$ cat src/rtl/bscan_pkg.sv
// Package bscan_pkg
// Shared types and opcode constants for the test access port.
// Assumes a fixed 3-bit opcode map. The data path widths are parameters of the modules.
package bscan_pkg;

    localparam int IR_W = 3;

    typedef enum logic [3:0] {
        ST_TLR, ST_RTI,
        ST_SEL_DR, ST_CAP_DR, ST_SH_DR, ST_EX1_DR, ST_PAU_DR, ST_EX2_DR, ST_UPD_DR,
        ST_SEL_IR, ST_CAP_IR, ST_SH_IR, ST_EX1_IR, ST_PAU_IR, ST_EX2_IR, ST_UPD_IR
    } tap_state_t;

    typedef enum logic [1:0] {
        PATH_BYP,
        PATH_ID,
        PATH_BSR
    } dr_path_t;

    localparam logic [IR_W-1:0] OP_EXTEST  = 3'b000;
    localparam logic [IR_W-1:0] OP_IDCODE  = 3'b001;
    localparam logic [IR_W-1:0] OP_SAMPLEZ = 3'b010;
    localparam logic [IR_W-1:0] OP_PRELOAD = 3'b100;
    localparam logic [IR_W-1:0] OP_BYPASS  = 3'b111;
    localparam logic [IR_W-1:0] IR_CAPTURE = 3'b001;

endpackage

$ cat src/rtl/bscan_fsm.sv
// Module bscan_fsm
// Sixteen-state test port controller, advanced by TMS on rising TCK.
// Assumes trst_n is synchronous to TCK. Reset puts the controller in Test-Logic-Reset.
module bscan_fsm
    import bscan_pkg::*;
(
    input  logic       tck,
    input  logic       trst_n,
    input  logic       tms,
    output tap_state_t state
);

    tap_state_t state_nxt;

    // Next state from the current state and TMS.
    always_comb begin
        unique case (state)
            ST_TLR:    state_nxt = tms ? ST_TLR    : ST_RTI;
            ST_RTI:    state_nxt = tms ? ST_SEL_DR : ST_RTI;
            ST_SEL_DR: state_nxt = tms ? ST_SEL_IR : ST_CAP_DR;
            ST_CAP_DR: state_nxt = tms ? ST_EX1_DR : ST_SH_DR;
            ST_SH_DR:  state_nxt = tms ? ST_EX1_DR : ST_SH_DR;
            ST_EX1_DR: state_nxt = tms ? ST_UPD_DR : ST_PAU_DR;
            ST_PAU_DR: state_nxt = tms ? ST_EX2_DR : ST_PAU_DR;
            ST_EX2_DR: state_nxt = tms ? ST_UPD_DR : ST_SH_DR;
            ST_UPD_DR: state_nxt = tms ? ST_SEL_DR : ST_RTI;
            ST_SEL_IR: state_nxt = tms ? ST_TLR    : ST_CAP_IR;
            ST_CAP_IR: state_nxt = tms ? ST_EX1_IR : ST_SH_IR;
            ST_SH_IR:  state_nxt = tms ? ST_EX1_IR : ST_SH_IR;
            ST_EX1_IR: state_nxt = tms ? ST_UPD_IR : ST_PAU_IR;
            ST_PAU_IR: state_nxt = tms ? ST_EX2_IR : ST_PAU_IR;
            ST_EX2_IR: state_nxt = tms ? ST_UPD_IR : ST_SH_IR;
            ST_UPD_IR: state_nxt = tms ? ST_SEL_DR : ST_RTI;
            default:   state_nxt = ST_TLR;
        endcase
    end

    // State register with synchronous active-low reset.
    always_ff @(posedge tck) begin
        if (!trst_n) state <= ST_TLR;
        else         state <= state_nxt;
    end

endmodule

$ cat src/rtl/bscan_ir.sv
// Module bscan_ir
// Instruction shift stage and active instruction register.
// Capture loads a fixed pattern. Shifting is LSB first, with TDI entering at the top bit.
// The active value changes only in Update-IR, or returns to IDCODE in Test-Logic-Reset.
module bscan_ir
    import bscan_pkg::*;
(
    input  logic            tck,
    input  logic            trst_n,
    input  tap_state_t      state,
    input  logic            tdi,
    output logic            ir_lsb,
    output logic [IR_W-1:0] ir_active
);

    logic [IR_W-1:0] ir_sh;

    // Shift stage: capture the fixed pattern, or shift toward bit 0.
    always_ff @(posedge tck) begin
        if (!trst_n) begin
            ir_sh <= IR_CAPTURE;
        end else if (state == ST_CAP_IR) begin
            ir_sh <= IR_CAPTURE;
        end else if (state == ST_SH_IR) begin
            ir_sh <= {tdi, ir_sh[IR_W-1:1]};
        end
    end

    // Active instruction: IDCODE on reset, shifted value on Update-IR.
    always_ff @(posedge tck) begin
        if (!trst_n || state == ST_TLR) begin
            ir_active <= OP_IDCODE;
        end else if (state == ST_UPD_IR) begin
            ir_active <= ir_sh;
        end
    end

    assign ir_lsb = ir_sh[0];

endmodule

$ cat src/rtl/bscan_decode.sv
// Module bscan_decode
// Maps the active opcode to a data path and to the two pad controls.
// Assumes unlisted opcodes are reserved. They fall back to bypass with both controls low.
module bscan_decode
    import bscan_pkg::*;
(
    input  logic [IR_W-1:0] ir_active,
    output dr_path_t        dr_path,
    output logic            outputs_hiz,
    output logic            ext_drive
);

    // Opcode decode; the default branch covers the reserved codes.
    always_comb begin
        dr_path     = PATH_BYP;
        outputs_hiz = 1'b0;
        ext_drive   = 1'b0;
        unique case (ir_active)
            OP_EXTEST: begin
                dr_path   = PATH_BSR;
                ext_drive = 1'b1;
            end
            OP_IDCODE:  dr_path = PATH_ID;
            OP_SAMPLEZ: begin
                dr_path     = PATH_BSR;
                outputs_hiz = 1'b1;
            end
            OP_PRELOAD: dr_path = PATH_BSR;
            OP_BYPASS:  dr_path = PATH_BYP;
            default:    dr_path = PATH_BYP;
        endcase
    end

endmodule

$ cat src/rtl/bscan_dr.sv
// Module bscan_dr
// The three data paths: bypass stage, identification word and boundary ring with update latches.
// Only the path chosen by the decoder captures or shifts. The others hold their contents.
module bscan_dr
    import bscan_pkg::*;
#(
    parameter int          BSR_W     = 109,
    parameter logic [2:0]  ID_REV    = 3'b000,
    parameter logic [16:0] ID_PART   = 17'h15A3C,
    parameter logic [10:0] ID_VENDOR = 11'h2B5
) (
    input  logic             tck,
    input  logic             trst_n,
    input  tap_state_t       state,
    input  dr_path_t         dr_path,
    input  logic             tdi,
    input  logic [BSR_W-1:0] ring_capture,
    output logic             dr_lsb,
    output logic [BSR_W-1:0] ring_preload
);

    localparam int          ID_W    = 32;
    localparam logic [31:0] ID_WORD = {ID_REV, ID_PART, ID_VENDOR, 1'b1};

    logic             cap_dr, sh_dr, upd_dr;
    logic             byp_q;
    logic [ID_W-1:0]  id_q;
    logic [BSR_W-1:0] bsr_q, bsr_nxt;
    logic             bsr_cap, bsr_sh;

    assign cap_dr  = (state == ST_CAP_DR);
    assign sh_dr   = (state == ST_SH_DR);
    assign upd_dr  = (state == ST_UPD_DR);
    assign bsr_cap = cap_dr && (dr_path == PATH_BSR);
    assign bsr_sh  = sh_dr  && (dr_path == PATH_BSR);

    // Bypass stage: captures zero, then passes TDI through.
    always_ff @(posedge tck) begin
        if (!trst_n) begin
            byp_q <= 1'b0;
        end else if (dr_path == PATH_BYP) begin
            if (cap_dr)     byp_q <= 1'b0;
            else if (sh_dr) byp_q <= tdi;
        end
    end

    // Identification word: loads the fixed value, then shifts toward bit 0.
    always_ff @(posedge tck) begin
        if (!trst_n) begin
            id_q <= ID_WORD;
        end else if (dr_path == PATH_ID) begin
            if (cap_dr)     id_q <= ID_WORD;
            else if (sh_dr) id_q <= {tdi, id_q[ID_W-1:1]};
        end
    end

    // One next-value term per ring cell; the top cell takes TDI.
    for (genvar i = 0; i < BSR_W; i++) begin : g_cell
        if (i == BSR_W - 1) begin : g_top
            assign bsr_nxt[i] = bsr_cap ? ring_capture[i] : (bsr_sh ? tdi : bsr_q[i]);
        end else begin : g_mid
            assign bsr_nxt[i] = bsr_cap ? ring_capture[i] : (bsr_sh ? bsr_q[i+1] : bsr_q[i]);
        end
    end

    // Ring shift register.
    always_ff @(posedge tck) begin
        if (!trst_n) bsr_q <= '0;
        else         bsr_q <= bsr_nxt;
    end

    // Update latches: copy the ring on Update-DR under a ring instruction.
    always_ff @(posedge tck) begin
        if (!trst_n) begin
            ring_preload <= '0;
        end else if (upd_dr && dr_path == PATH_BSR) begin
            ring_preload <= bsr_q;
        end
    end

    // Serial output of the selected path.
    always_comb begin
        unique case (dr_path)
            PATH_ID:  dr_lsb = id_q[0];
            PATH_BSR: dr_lsb = bsr_q[0];
            default:  dr_lsb = byp_q;
        endcase
    end

endmodule

$ cat src/rtl/bscan_tap_top.sv
// Module bscan_tap_top
// Test access port of a memory device: controller, instruction path, decode, data paths and a TDO stage on the falling edge.
// Assumes the pads apply outputs_hiz and ext_drive. TDO is meant to be driven only while tdo_en is high.
module bscan_tap_top
    import bscan_pkg::*;
#(
    parameter int          BSR_W     = 109,
    parameter logic [2:0]  ID_REV    = 3'b000,
    parameter logic [16:0] ID_PART   = 17'h15A3C,
    parameter logic [10:0] ID_VENDOR = 11'h2B5
) (
    input  logic             tck,
    input  logic             trst_n,
    input  logic             tms,
    input  logic             tdi,
    input  logic [BSR_W-1:0] ring_capture,
    output logic             tdo,
    output logic             tdo_en,
    output logic [BSR_W-1:0] ring_preload,
    output logic             outputs_hiz,
    output logic             ext_drive
);

    tap_state_t      tap_state;
    logic [IR_W-1:0] ir_active;
    logic            ir_lsb;
    logic            dr_lsb;
    dr_path_t        dr_path;

    bscan_fsm u_fsm (
        .tck    (tck),
        .trst_n (trst_n),
        .tms    (tms),
        .state  (tap_state)
    );

    bscan_ir u_ir (
        .tck       (tck),
        .trst_n    (trst_n),
        .state     (tap_state),
        .tdi       (tdi),
        .ir_lsb    (ir_lsb),
        .ir_active (ir_active)
    );

    bscan_decode u_dec (
        .ir_active   (ir_active),
        .dr_path     (dr_path),
        .outputs_hiz (outputs_hiz),
        .ext_drive   (ext_drive)
    );

    bscan_dr #(
        .BSR_W     (BSR_W),
        .ID_REV    (ID_REV),
        .ID_PART   (ID_PART),
        .ID_VENDOR (ID_VENDOR)
    ) u_dr (
        .tck          (tck),
        .trst_n       (trst_n),
        .state        (tap_state),
        .dr_path      (dr_path),
        .tdi          (tdi),
        .ring_capture (ring_capture),
        .dr_lsb       (dr_lsb),
        .ring_preload (ring_preload)
    );

    // Output stage on the falling edge: bit 0 of the shifting register, enabled only in shift states.
    always_ff @(negedge tck) begin
        if (!trst_n) begin
            tdo    <= 1'b0;
            tdo_en <= 1'b0;
        end else begin
            tdo_en <= (tap_state == ST_SH_IR) || (tap_state == ST_SH_DR);
            tdo    <= (tap_state == ST_SH_IR) ? ir_lsb : dr_lsb;
        end
    end

endmodule

$ cat config.mk
export PLATFORM = sky130hd
export DESIGN_NAME = bscan_tap_top
export DESIGN_NICKNAME = d
export VERILOG_FILES = /design/src/rtl/bscan_pkg.sv /design/src/rtl/bscan_fsm.sv /design/src/rtl/bscan_ir.sv /design/src/rtl/bscan_decode.sv /design/src/rtl/bscan_dr.sv /design/src/rtl/bscan_tap_top.sv
export SDC_FILE = /design/constraint.sdc
export NUM_CORES = 1
export LEC_CHECK = 0
export BUFFER_PORTS_ARGS = -buffer_cell sky130_fd_sc_hd__buf_2
export CORE_MARGIN = 5
export CORE_UTILIZATION = 53
export CTS_CLUSTER_DIAMETER = 150
export CTS_CLUSTER_SIZE = 24
export DETAILED_ROUTE_END_ITERATION = 12
export GPL_ROUTABILITY_DRIVEN = 0
export GPL_TIMING_DRIVEN = 0
export HOLD_SLACK_MARGIN = 0.03
export MAX_ROUTING_LAYER = met4
export PLACE_DENSITY = 0.79
export SYNTH_ARGS = -nofsm -noshare
export SYNTH_HDL_FRONTEND = slang
export SYNTH_SLANG_ARGS = --single-unit
$ cat constraint.sdc
create_clock -name tck -period 2.2 [get_ports tck]
set_input_delay 0.44 -clock tck [delete_from_list [all_inputs] [get_ports tck]]
set_output_delay 0.44 -clock tck [all_outputs]
set_load 0.005 [all_outputs]
==> reports/results.ini, run 1 <==
[worst_setup_path]
critical_path.startpoint_type = register
path_buf_inv = 1
worst-setup-path-type = register to output port
cp.arrival_ns = 2.07
timing.critical_path.slowest_cell_delay_ns = 0.29
critical_path_cell_by_cell = buf_2
crit_path_top_delay_cell = sky130_fd_sc_hd__dfxtp_1
critical_path_required_ns = 1.76
worst_setup_path_end_kind = output port
critical_path.top_delay_family = flip-flops
critical_path_maximum_fanout = 1

[finish]
post_route_cells_drive_above_1_share = 0.232
layout_commonest_cell = sky130_fd_sc_hd__dfxtp_1
area_growth_syn_to_layout_pct = 21.1
final_cell_area_sq_um = 11800
num-nets-final = 1456
mostFrequentLayoutCells = 258 x sky130_fd_sc_hd__dfxtp_1, 242 x sky130_fd_sc_hd__nand2_1, 242 x sky130_fd_sc_hd__buf_2

[synth]
compound_gate_portion_of_the_synthesized_area = 0.263
mappedNetlistNets = 1213
yosys_most_used_dff = sky130_fd_sc_hd__dfxtp_1
synth_top_family_by_area = compound AO/OA/AOI/OAI gates
synthesis.yosys.warnings = 0
synth_fa_ha_area_frac = 0.00386
multiplexer_fraction_of_the_synthesized_cell_area = 0.00309
proportion_of_register_bits_with_asynchronous_set_or_reset_after_synthesis = 0
syn-instance-count = 1097
postSynthRegisterBits = 263
share_of_synthesized_area_occupied_by_flip_flops_and_latches = 0.542
area_share_of_and_or_nand_nor_cells_after_synthesis = 0.141
post_synth_instance_area_sq_um = 9710
synth_area_per_cell_sq_um = 8.86
synth_xor_xnor_area_share = 0
ys_types = 42
synth_edf_count = 0

[floorplanning]
placeableCoreArea_sq_um = 18000
num_io_pins = 226
initial_utilization = 0.539
rows = 49
die_area_sq_um = 21100
die_y_microns = 145
die_w_microns = 145

[clock_network]
clock_latency_ns = 0.56
numCtsBuffers = 14
clock-sinks = 263
tritoncts = done
cts.htree.levels = 1
cts_hold_buffers = 0
clockBufferDepth = 3
cts.reportedPaths.clkPinSlew_ns = 0.09
root_buffer = sky130_fd_sc_hd__clkbuf_16

[sta]
pin_slew_with_the_least_headroom_to_its_limit_ns = 0.789
timing.clock.skew_ns = 0.0909
setup_repair_after_global_routing_missed_its_margin = yes
timing.final.hold_violations = 0
relSlewSlack = 0.474
final_max_slew_viol_count = 0
finalSetupTns_ns = -0.729
layout_setup_ws_ns = -0.305
finalSetupViolations = 3

[routing]
antenna_violating_nets_post_route = 0
detail_route.drc_violations = 0
drt-pass1-iter-count = 4
routed_wire_length_per_instance_microns = 16.9
via_per_inst = 5.66
drt_first_iter_violations = 662
detail_route.wirelength_microns = 26700
detailroute.via_count = 8949

[power]
p_int_uw = 6190
power_frac_comb = 0.049
max-vdd-ir-drop_uv = 788
power.switching_fraction = 0.221
power.switching_uw = 1760
clock_power_share = 0.347
static_leakage_power_uw = 0.00440
power_density_over_the_cells_nw_per_um2 = 676
p_seq_frac = 0.604

[global_routing]
grt_max_degree = 26
antenna_found_initial = 4
globalRouteOverflowTotal = 0
grt.met1_usage = 0.336
grt_use_met3 = 0.0399
global_route.usage.total = 0.246
global_route_wire_length_before_repair_microns = 42900
grt_pass1_vias = 8382
grt_most_used_layer = met2
met2_layer_usage_reported_by_global_route = 0.385

[place]
dp_hpwl_microns = 18900
cell_area_placed_sq_um = 11100
port_buffers = 224

[flow_run]
max-cap-violations = 0

[outcome]
failed_checks = setup timing
status = finished with violations

[min_path]
worstHoldPathType = input port to register

stage by stage:
stage	utilization	setup slack, ns	std cells	power (uW)	hold WS [ns]
after global placement	0.618	-0.387	1550	5280	0.438
after CTS	0.647	-0.316	1574	7990	0.239
after global routing	0.652	-0.342	1577	8230	0.248
after detailed placement	0.618	-0.443	1550	5280	0.443
after floorplan	-	-0.0907	1097	5100	0.432
final	0.652	-0.305	1580	7950	0.258
synth_stat cells, types with 2 or more instances:
library cell | instances | area [sq um]
sky130_fd_sc_hd__nor3_1 | 5 | 25.0
sky130_fd_sc_hd__nor2b_1 | 3 | 18.8
sky130_fd_sc_hd__o211ai_1 | 2 | 15.0
sky130_fd_sc_hd__o2bb2ai_1 | 108 | 946
sky130_fd_sc_hd__nand4_1 | 4 | 25.0
sky130_fd_sc_hd__a21oi_1 | 134 | 671
sky130_fd_sc_hd__a311oi_1 | 2 | 17.5
sky130_fd_sc_hd__buf_4 | 4 | 30.0
sky130_fd_sc_hd__o21a_1 | 2 | 15.0
sky130_fd_sc_hd__o21ai_0 | 23 | 115
sky130_fd_sc_hd__clkbuf_1 | 66 | 248
sky130_fd_sc_hd__nand3_1 | 19 | 95.1
sky130_fd_sc_hd__buf_1 | 15 | 56.3
sky130_fd_sc_hd__nor2_1 | 26 | 97.6
sky130_fd_sc_hd__o22ai_1 | 109 | 682
sky130_fd_sc_hd__buf_2 | 19 | 95.1
sky130_fd_sc_hd__mux2i_1 | 3 | 30.0
sky130_fd_sc_hd__nor3b_1 | 18 | 135
sky130_fd_sc_hd__nand2_1 | 243 | 912
sky130_fd_sc_hd__ha_1 | 3 | 37.5
sky130_fd_sc_hd__inv_1 | 6 | 22.5
sky130_fd_sc_hd__dfxtp_1 | 263 | 5270
area by class of cell:
type,count,area [sq um]
Inverter,6,22.5
Clock buffer,20,394
Timing Repair Buffer,231,1190
Tap cell,229,287
Multi-Input combinational cell,723,4090
Buffer,99,469
Sequential cell,263,5280
Antenna cell,7,17.5
Fill cell,1527,6260
Clock inverter,2,7.51
cells by family (layout without fill, tap and decap cells):
logic type / Yosys count / count (layout)
compound gates: 391 / 391
simple gates: 326 / 326
flops: 263 / 263
buf+inv: 111 / 358
fa+ha+maj: 3 / 3
mux: 3 / 3
other cells: 0 / 7
power by group through the flow:
stage | registers [uW] | logic, uW | clock network (uW)
2_1_floorplan | 4910 | 185 | 8.54
3_3_place_gp | 4910 | 365 | 8.54
3_5_place_dp | 4910 | 366 | 8.54
4_1_cts | 4800 | 375 | 2820
5_1_grt | 4810 | 422 | 3000
6_report | 4800 | 388 | 2760
timing repair:
action                                  CTS  global route
endpoints found under the hold margin     0             0
endpoints found under the setup margin  175           115
pin swaps                                 4             6
gates resized for setup                  26            51
buffers inserted                          5             2
sequential cells by signal (all words and copies together), names as in the netlist:
| name | cells |
|---|---|
| tdo | 1 |
| tdo_en | 1 |
| u_dr.bsr_q | 109 |
| u_dr.byp_q | 1 |
| u_dr.id_q | 32 |
| u_dr.ring_preload | 109 |
| u_fsm.state | 4 |
| u_ir.ir_active | 3 |
| u_ir.ir_sh | 3 |
per-layer routing:
metal	routed length (microns)	part of all wire
met5	0	0
met1	11900	0.45
met3	1800	0.067
met4	488	0.018
met2	12500	0.47
final timing paths:
path	from	to	slack, ns	cells after the start
max	tdo$_SDFF_NN0_	tdo	-0.31	1
min	ring_capture[82]	u_dr.bsr_q[82]$_SDFFE_PN0P_	0.26	3
max reg2reg	u_ir.ir_active[2]$_SDFFE_PP0N_	tdo$_SDFF_NN0_	-0.14	7
min reg2reg	u_dr.ring_preload[20]$_SDFFE_PN0P_	u_dr.ring_preload[20]$_SDFFE_PN0P_	0.45	2
Note: power is estimated with default switching activity, not from simulation.
==> inputs of run 2 (changes only) <==
- REMOVE_ABC_BUFFERS: not set -> 1
==> run 2 against run 1 <==
Wire length is 6.5% higher. Cell count decreased by 4.9%. Total power about the same. Largest power group unchanged. The run still ends with setup timing left. Sequential power about the same. Largest cell class unchanged.
==> reports/results.ini, run 2 (synthesis gave the netlist of run 1 again) <==
[clock_network]
cts.reportedPaths.clkPinSlew_ns = 0.10  ; about the same
cts.htree.levels = 1  ; unchanged
clockBufferDepth = 3  ; unchanged
clock-sinks = 263  ; unchanged
numCtsBuffers = 14  ; unchanged
root_buffer = sky130_fd_sc_hd__clkbuf_16
tritoncts = done
clock_latency_ns = 0.55  ; about the same

[sta]
timing.clock.skew_ns = 0.0741  ; -0.0168 ns
pin_slew_with_the_least_headroom_to_its_limit_ns = 0.816  ; +0.0268 ns
layout_setup_ws_ns = -0.322  ; -0.0168 ns
final_max_slew_viol_count = 0  ; unchanged
finalSetupViolations = 41  ; +38
relSlewSlack = 0.455  ; -0.0185
setup_repair_after_global_routing_missed_its_margin = yes
timing.final.hold_violations = 0  ; unchanged

[finish]
utilization = 0.648  ; -0.00403
post_route_cells_drive_above_1_share = 0.233  ; +0.00111
layout_commonest_cell = sky130_fd_sc_hd__dfxtp_1
mostFrequentLayoutCells = 256 x sky130_fd_sc_hd__dfxtp_1, 242 x sky130_fd_sc_hd__nand2_1, 225 x sky130_fd_sc_hd__buf_2
num-nets-final = 1381  ; -5.2%
layout.cells.non_filler = 1503  ; -4.9%
largest_registers_in_the_final_layout = u_dr.bsr_q: 109 flops, u_dr.ring_preload: 109 flops, u_dr.id_q: 32 flops
area_growth_syn_to_layout_pct = 20.3

[worst_setup_path]
critical_path.top_delay_family = flip-flops
timing.critical_path.slowest_cell_delay_ns = 0.39  ; +0.10 ns
critical_path_required_ns = 1.51  ; -0.25 ns
critical_path_maximum_fanout = 5  ; +4
worst_setup_path_end_kind = register
crit_path_top_delay_cell = sky130_fd_sc_hd__dfxtp_2
cp.arrival_ns = 1.83  ; -0.24 ns
critical_path.startpoint_type = register
path_buf_inv = 1  ; unchanged
worst-setup-path-type = register to register
critical_path_cell_by_cell = nor2_2 > nand2_2 > inv_1 > ha_1 > a22oi_1 > o21ai_1 > mux2i_1 > nor2_1

[floorplanning]
die_w_microns = 145  ; unchanged
placeableCoreArea_sq_um = 18000  ; unchanged
initial_utilization = 0.539  ; unchanged
die_area_sq_um = 21100  ; unchanged
rows = 49  ; unchanged
num_io_pins = 226  ; unchanged
die_y_microns = 145  ; unchanged

[global_routing]
global_route_wire_length_before_repair_microns = 44200  ; +3.1%
grt_pass1_vias = 8367  ; -0.18%
global_route.usage.total = 0.253  ; +0.00726
globalRouteOverflowTotal = 0  ; unchanged
antenna_found_initial = 5  ; +1
grt_max_degree = 76  ; +190%

[place]
placed_cells_incl_taps = 1457  ; -6.0%
dp_hpwl_microns = 15900  ; -16%
port_buffers = 225  ; +0.45%

[outcome]
failed_checks = setup timing
status = finished with violations

[routing]
via_per_inst = 5.95  ; +5.1%
detailroute.via_count = 8946  ; -0.034%
detail_route.drc_violations = 0  ; unchanged
detail_route.wirelength_microns = 28400  ; +6.5%
routed_wire_length_per_instance_microns = 18.9  ; +12%
drt_first_iter_violations = 854  ; +29%
drt-pass1-iter-count = 5  ; +1
antenna_violating_nets_post_route = 0  ; unchanged

[power]
max-vdd-ir-drop_uv = 684  ; -13%
power_density_over_the_cells_nw_per_um2 = 680  ; +0.60%
static_leakage_power_uw = 0.00430  ; -2.2%

[flow_run]
max-cap-violations = 0  ; unchanged

[min_path]
worstHoldPathType = input port to register

==> run 2: worst paths after layout <==
path                                                    startpoint                                 end  slack (ns)  depth (start not counted)
worst max-delay path                u_ir.ir_active[1]$_SDFFE_PP0N_                      tdo$_SDFF_NN0_       -0.32                          8
worst min register to register  u_dr.ring_preload[95]$_SDFFE_PN0P_  u_dr.ring_preload[95]$_SDFFE_PN0P_        0.45                          2
worst max register to register      u_ir.ir_active[1]$_SDFFE_PP0N_                      tdo$_SDFF_NN0_       -0.32                          8
worst min-delay path                              ring_capture[51]         u_dr.bsr_q[51]$_SDFFE_PN0P_        0.25                          3
==> run 2: worst min-delay path, stage by stage <==
cell and delay (ns):
sky130_fd_sc_hd__buf_2 0.07, sky130_fd_sc_hd__o22ai_1 0.07, sky130_fd_sc_hd__o2bb2ai_1 0.12
==> run 2: metal layers <==
metal	vias to the layer above	global-route usage	routed length (microns)
met3	49	0.0508	2120
met2	344	0.396	13300
met5	-	-	0
met1	4265	0.330	12200
li1	4288	-	-
met4	0	0.0854	733
==> run 2: where the power goes <==
part	leakage (uW)	internal, uW	switching, uW
clock	0.000202	1260	1500
sequential	0.00212	4780	42.3
combinational	0.00197	144	225
total	0.00430	6180	1770
==> run 2: timing repair <==
action	in CTS	in global routing
hold endpoints to repair	0	0
hold buffers	0	0
gates cloned	7	3
setup endpoints to repair	255	217
gates resized for setup	16	11
setup buffers	3	7
pin swaps	5	5
==> run 2: layout make-up <==
class | count | area, sq um
fill | 1535 | 6340
sequential | 263 | 5280
multi-input combinational | 732 | 4180
timing repair buffer | 246 | 1500
clock buffer | 19 | 390
tap | 229 | 287
inverter | 6 | 25.0
antenna | 5 | 12.5
clock inverter | 3 | 11.3
==> run 2: per-stage QoR <==
| step | setup TNS, ns | hold WS (ns) | total power, uW | setup WS (ns) | cell area [sq um] |
|---|---|---|---|---|---|
| 2_1_floorplan | -404.26 | 0.432 | 5060 | -1.98 | 9290 |
| 3_5_place_dp | -102.09 | 0.443 | 5270 | -0.645 | 11000 |
| 4_1_cts | -7.77 | 0.231 | 8000 | -0.320 | 11500 |
| 3_3_place_gp | -927.23 | 0.439 | 5230 | -4.37 | 10700 |
| 6_report | -2.58 | 0.250 | 7950 | -0.322 | 11700 |
| 5_1_grt | -8.21 | 0.240 | 8230 | -0.382 | 11700 |
==> inputs of run 3 (changes only) <==
- CORE_UTILIZATION: 53 -> 54
- SYNTH_HIERARCHICAL: not set -> 1
==> run 3 against run 2 <==
The run still ends with setup timing left. Via count grew 5.1%. Hold slack lost 0.060 ns. Sequential power is essentially flat. First-iteration DRC count shrank 8.2%. Utilization grew 1.9 points. Sequential cell count is the same. Clock skew grew 0.014 ns. Final area grew 6.9%. Global-route usage grew 0.76 points. Sequential share of layout area shrank 2.8 points. Combinational power shrank 6.8%.
==> reports/results.ini, run 3 <==
[outcome]
status = finished with violations
failed_checks = setup timing

[synth]
post_synth_instance_area_sq_um = 10300  ; +5.7%
synth_common_cells = 326 x sky130_fd_sc_hd__nand2_1, 263 x sky130_fd_sc_hd__dfxtp_1, 113 x sky130_fd_sc_hd__o21ai_0
syn-instance-count = 1198  ; +9.2%
netlist.area_leader.share = 0.513  ; -0.0293
proportion_of_register_bits_with_asynchronous_set_or_reset_after_synthesis = 0  ; unchanged
ys_types = 51  ; +21%
postSynthRegisterBits = 263  ; unchanged
synth_edf_count = 0  ; unchanged
synth_area_per_cell_sq_um = 8.57  ; -3.2%
share_of_synthesized_area_occupied_by_flip_flops_and_latches = 0.513  ; -0.0293
yosys_most_used_dff = sky130_fd_sc_hd__dfxtp_1
netlist_top_cells_area = sky130_fd_sc_hd__dfxtp_1 51%, sky130_fd_sc_hd__nand2_1 12%, sky130_fd_sc_hd__a21boi_0 8.0%
yosysTopAreaCell = sky130_fd_sc_hd__dfxtp_1
synthesis.yosys.warnings = 6  ; +6
post-synth-top-count-cell = sky130_fd_sc_hd__nand2_1

[global_routing]
global_route_wire_length_before_repair_microns = 45800  ; +3.7%
grt_max_degree = 152  ; +100%
global_route.usage.total = 0.261  ; +0.00764
globalRouteOverflowTotal = 0  ; unchanged
grt_pass1_vias = 8614  ; +3.0%
antenna_found_initial = 1  ; -4

[routing]
routed_wire_length_per_instance_microns = 18.8  ; -0.19%
drt-pass1-iter-count = 5  ; unchanged
detail_route.wirelength_microns = 30600  ; +7.8%
antenna_violating_nets_post_route = 0  ; unchanged
detailroute.via_count = 9405  ; +5.1%
detail_route.drc_violations = 0  ; unchanged
drt_first_iter_violations = 784  ; -8.2%
via_per_inst = 5.79  ; -2.7%

[worst_setup_path]
crit_path_top_delay_cell = sky130_fd_sc_hd__dfxtp_1
timing.critical_path.slowest_cell_delay_ns = 0.31  ; -0.08 ns
critical_path_maximum_fanout = 1  ; -4
critical_path_required_ns = 1.76  ; +0.25 ns
cp.arrival_ns = 2.08  ; +0.25 ns
worst-setup-path-type = register to output port
path_buf_inv = 1  ; unchanged
critical_path.top_delay_family = flip-flops
critical_path_cell_by_cell = buf_2
critical_path.startpoint_type = register
worst_setup_path_end_kind = output port

[clock_network]
cts.htree.levels = 1  ; unchanged
tritoncts = done
clock_latency_ns = 0.56  ; about the same
root_buffer = sky130_fd_sc_hd__clkbuf_16
cts.reportedPaths.clkPinSlew_ns = 0.10  ; about the same
cts_hold_buffers = 0  ; unchanged
clockBufferDepth = 3  ; unchanged
clock-sinks = 263  ; unchanged
numCtsBuffers = 14  ; unchanged

[flow_run]
max-cap-violations = 0  ; unchanged

[power]
power_frac_comb = 0.043  ; -0.003
power.switching_uw = 1780  ; +0.69%
static_leakage_power_uw = 0.00472  ; +9.9%
max-vdd-ir-drop_uv = 642  ; -6.2%
p_int_uw = 6210  ; +0.42%
clock_power_share = 0.352  ; +0.005
p_seq_frac = 0.605  ; -0.002
power_density_over_the_cells_nw_per_um2 = 640  ; -6.0%
power.switching_fraction = 0.223  ; +0.000466

[floorplanning]
die_area_sq_um = 21900  ; +3.5%
placeableCoreArea_sq_um = 18700  ; +3.8%
die_y_microns = 148  ; +1.7%
die_w_microns = 148  ; +1.7%
num_io_pins = 226  ; unchanged
rows = 50  ; +2.0%
initial_utilization = 0.549  ; +0.0101

[finish]
mostFrequentLayoutCells = 326 x sky130_fd_sc_hd__nand2_1, 255 x sky130_fd_sc_hd__dfxtp_1, 223 x sky130_fd_sc_hd__buf_2
num-nets-final = 1501  ; +8.7%
area_growth_syn_to_layout_pct = 21.6
post_route_cells_drive_above_1_share = 0.235  ; +0.00145
layout_commonest_cell = sky130_fd_sc_hd__nand2_1
fillCellCount = 1549  ; +0.91%
largest_registers_in_the_final_layout = u_dr/bsr_q: 109 flops, u_dr/ring_preload: 109 flops, u_dr/id_q: 32 flops
final_cell_area_sq_um = 12500  ; +6.9%
utilization = 0.668  ; +0.0192

[sta]
relSlewSlack = 0.440  ; -0.0154
finalSetupViolations = 46  ; +12%
pin_slew_with_the_least_headroom_to_its_limit_ns = 0.840  ; +0.0239 ns
setup_repair_after_global_routing_missed_its_margin = yes
timing.clock.skew_ns = 0.0877  ; +0.0137 ns
timing.final.hold_violations = 0  ; unchanged
final_max_slew_viol_count = 0  ; unchanged
layout_setup_ws_ns = -0.321  ; +0.00135 ns

[min_path]
worstHoldPathType = input port to register

[place]
dp_hpwl_microns = 17100  ; +7.2%
port_buffers = 225  ; unchanged
cell_area_placed_sq_um = 11500  ; +4.8%

==> run 3: cell type report <==
cell class | instances | area (sq um) | share of cell area
Timing Repair Buffer | 264 | 1730 | 0.139
Antenna cell | 1 | 2.50 | 0.000200
Clock inverter | 2 | 7.51 | 0.000601
Tap cell | 234 | 293 | 0.0234
Multi-Input combinational cell | 832 | 4740 | 0.379
Inverter | 7 | 26.3 | 0.00210
Sequential cell | 263 | 5290 | 0.424
Clock buffer | 21 | 398 | 0.0319
==> run 3: kinds of logic after synthesis <==
family | share of synthesized area
and+or+nand+nor | 0.175
AOI/OAI and AO/OA | 0.253
DFF | 0.513
buffers and inverters | 0.0487
muxes | 0.00487
adders and majority gates | 0.00487
xor gates and xnor gates | 0.00158
==> run 3: worst reg2reg max path, delay by kind of cell, from the launching register on <==
family / cells / cell delay [ns]
simple gates: 1 / 0.07
flops: 1 / 0.39
buf+inv: 1 / 0.12
compound gates: 3 / 0.47
mux: 1 / 0.09
fa+ha+maj: 1 / 0.22
==> run 3: power groups by stage <==
stage | Sequential [uW] | Clock [uW] | Combinational (uW)
2_1_floorplan | 4930 | 8.54 | 112
3_3_place_gp | 4940 | 8.54 | 321
3_5_place_dp | 4940 | 8.54 | 319
4_1_cts | 4840 | 2880 | 330
5_1_grt | 4840 | 3090 | 375
6_report | 4830 | 2810 | 344
==> run 3: per-stage QoR <==
step           hold WS [ns]  cells  total power, uW  worst slack [ns]   TNS, ns
5_1_grt               0.172   1624             8300            -0.364     -9.11
2_1_floorplan         0.435   1096             5050             -4.51   -596.66
4_1_cts               0.175   1612             8050            -0.330     -3.12
3_3_place_gp          0.447   1555             5270            -11.30  -1498.06
3_5_place_dp          0.451   1569             5270            -0.951   -144.89
6_report              0.189   1624             7990            -0.321     -5.22
==> run 3: final timing paths <==
check / to / depth (start not counted) / start / slack, ns
min: u_dr/bsr_q[15]$_SDFFE_PN0P_ / 3 / ring_capture[15] / 0.19
max: tdo / 1 / tdo$_SDFF_NN0_ / -0.32
min reg2reg: u_dr/ring_preload[37]$_SDFFE_PN0P_ / 2 / u_dr/ring_preload[37]$_SDFFE_PN0P_ / 0.47
max reg2reg: tdo$_SDFF_NN0_ / 7 / u_ir/ir_active[1]$_SDFFE_PP0N_ / -0.30
==> run 3: routing by layer <==
| metal | wire length (microns) | track usage | up-vias |
|---|---|---|---|
| met5 | 0 | - | - |
| met4 | 719 | 0.0799 | 0 |
| met3 | 2480 | 0.0414 | 52 |
| met2 | 14300 | 0.400 | 410 |
| met1 | 13100 | 0.357 | 4414 |
| li1 | - | - | 4529 |
==> run 3: timing repair <==
item / CTS / global route
resized for setup: 37 / 26
gates cloned: 7 / 4
setup buffers: 15 / 7
pin swaps: 6 / 4
endpoints found under the setup margin: 255 / 227
endpoints found under the hold margin: 0 / 0
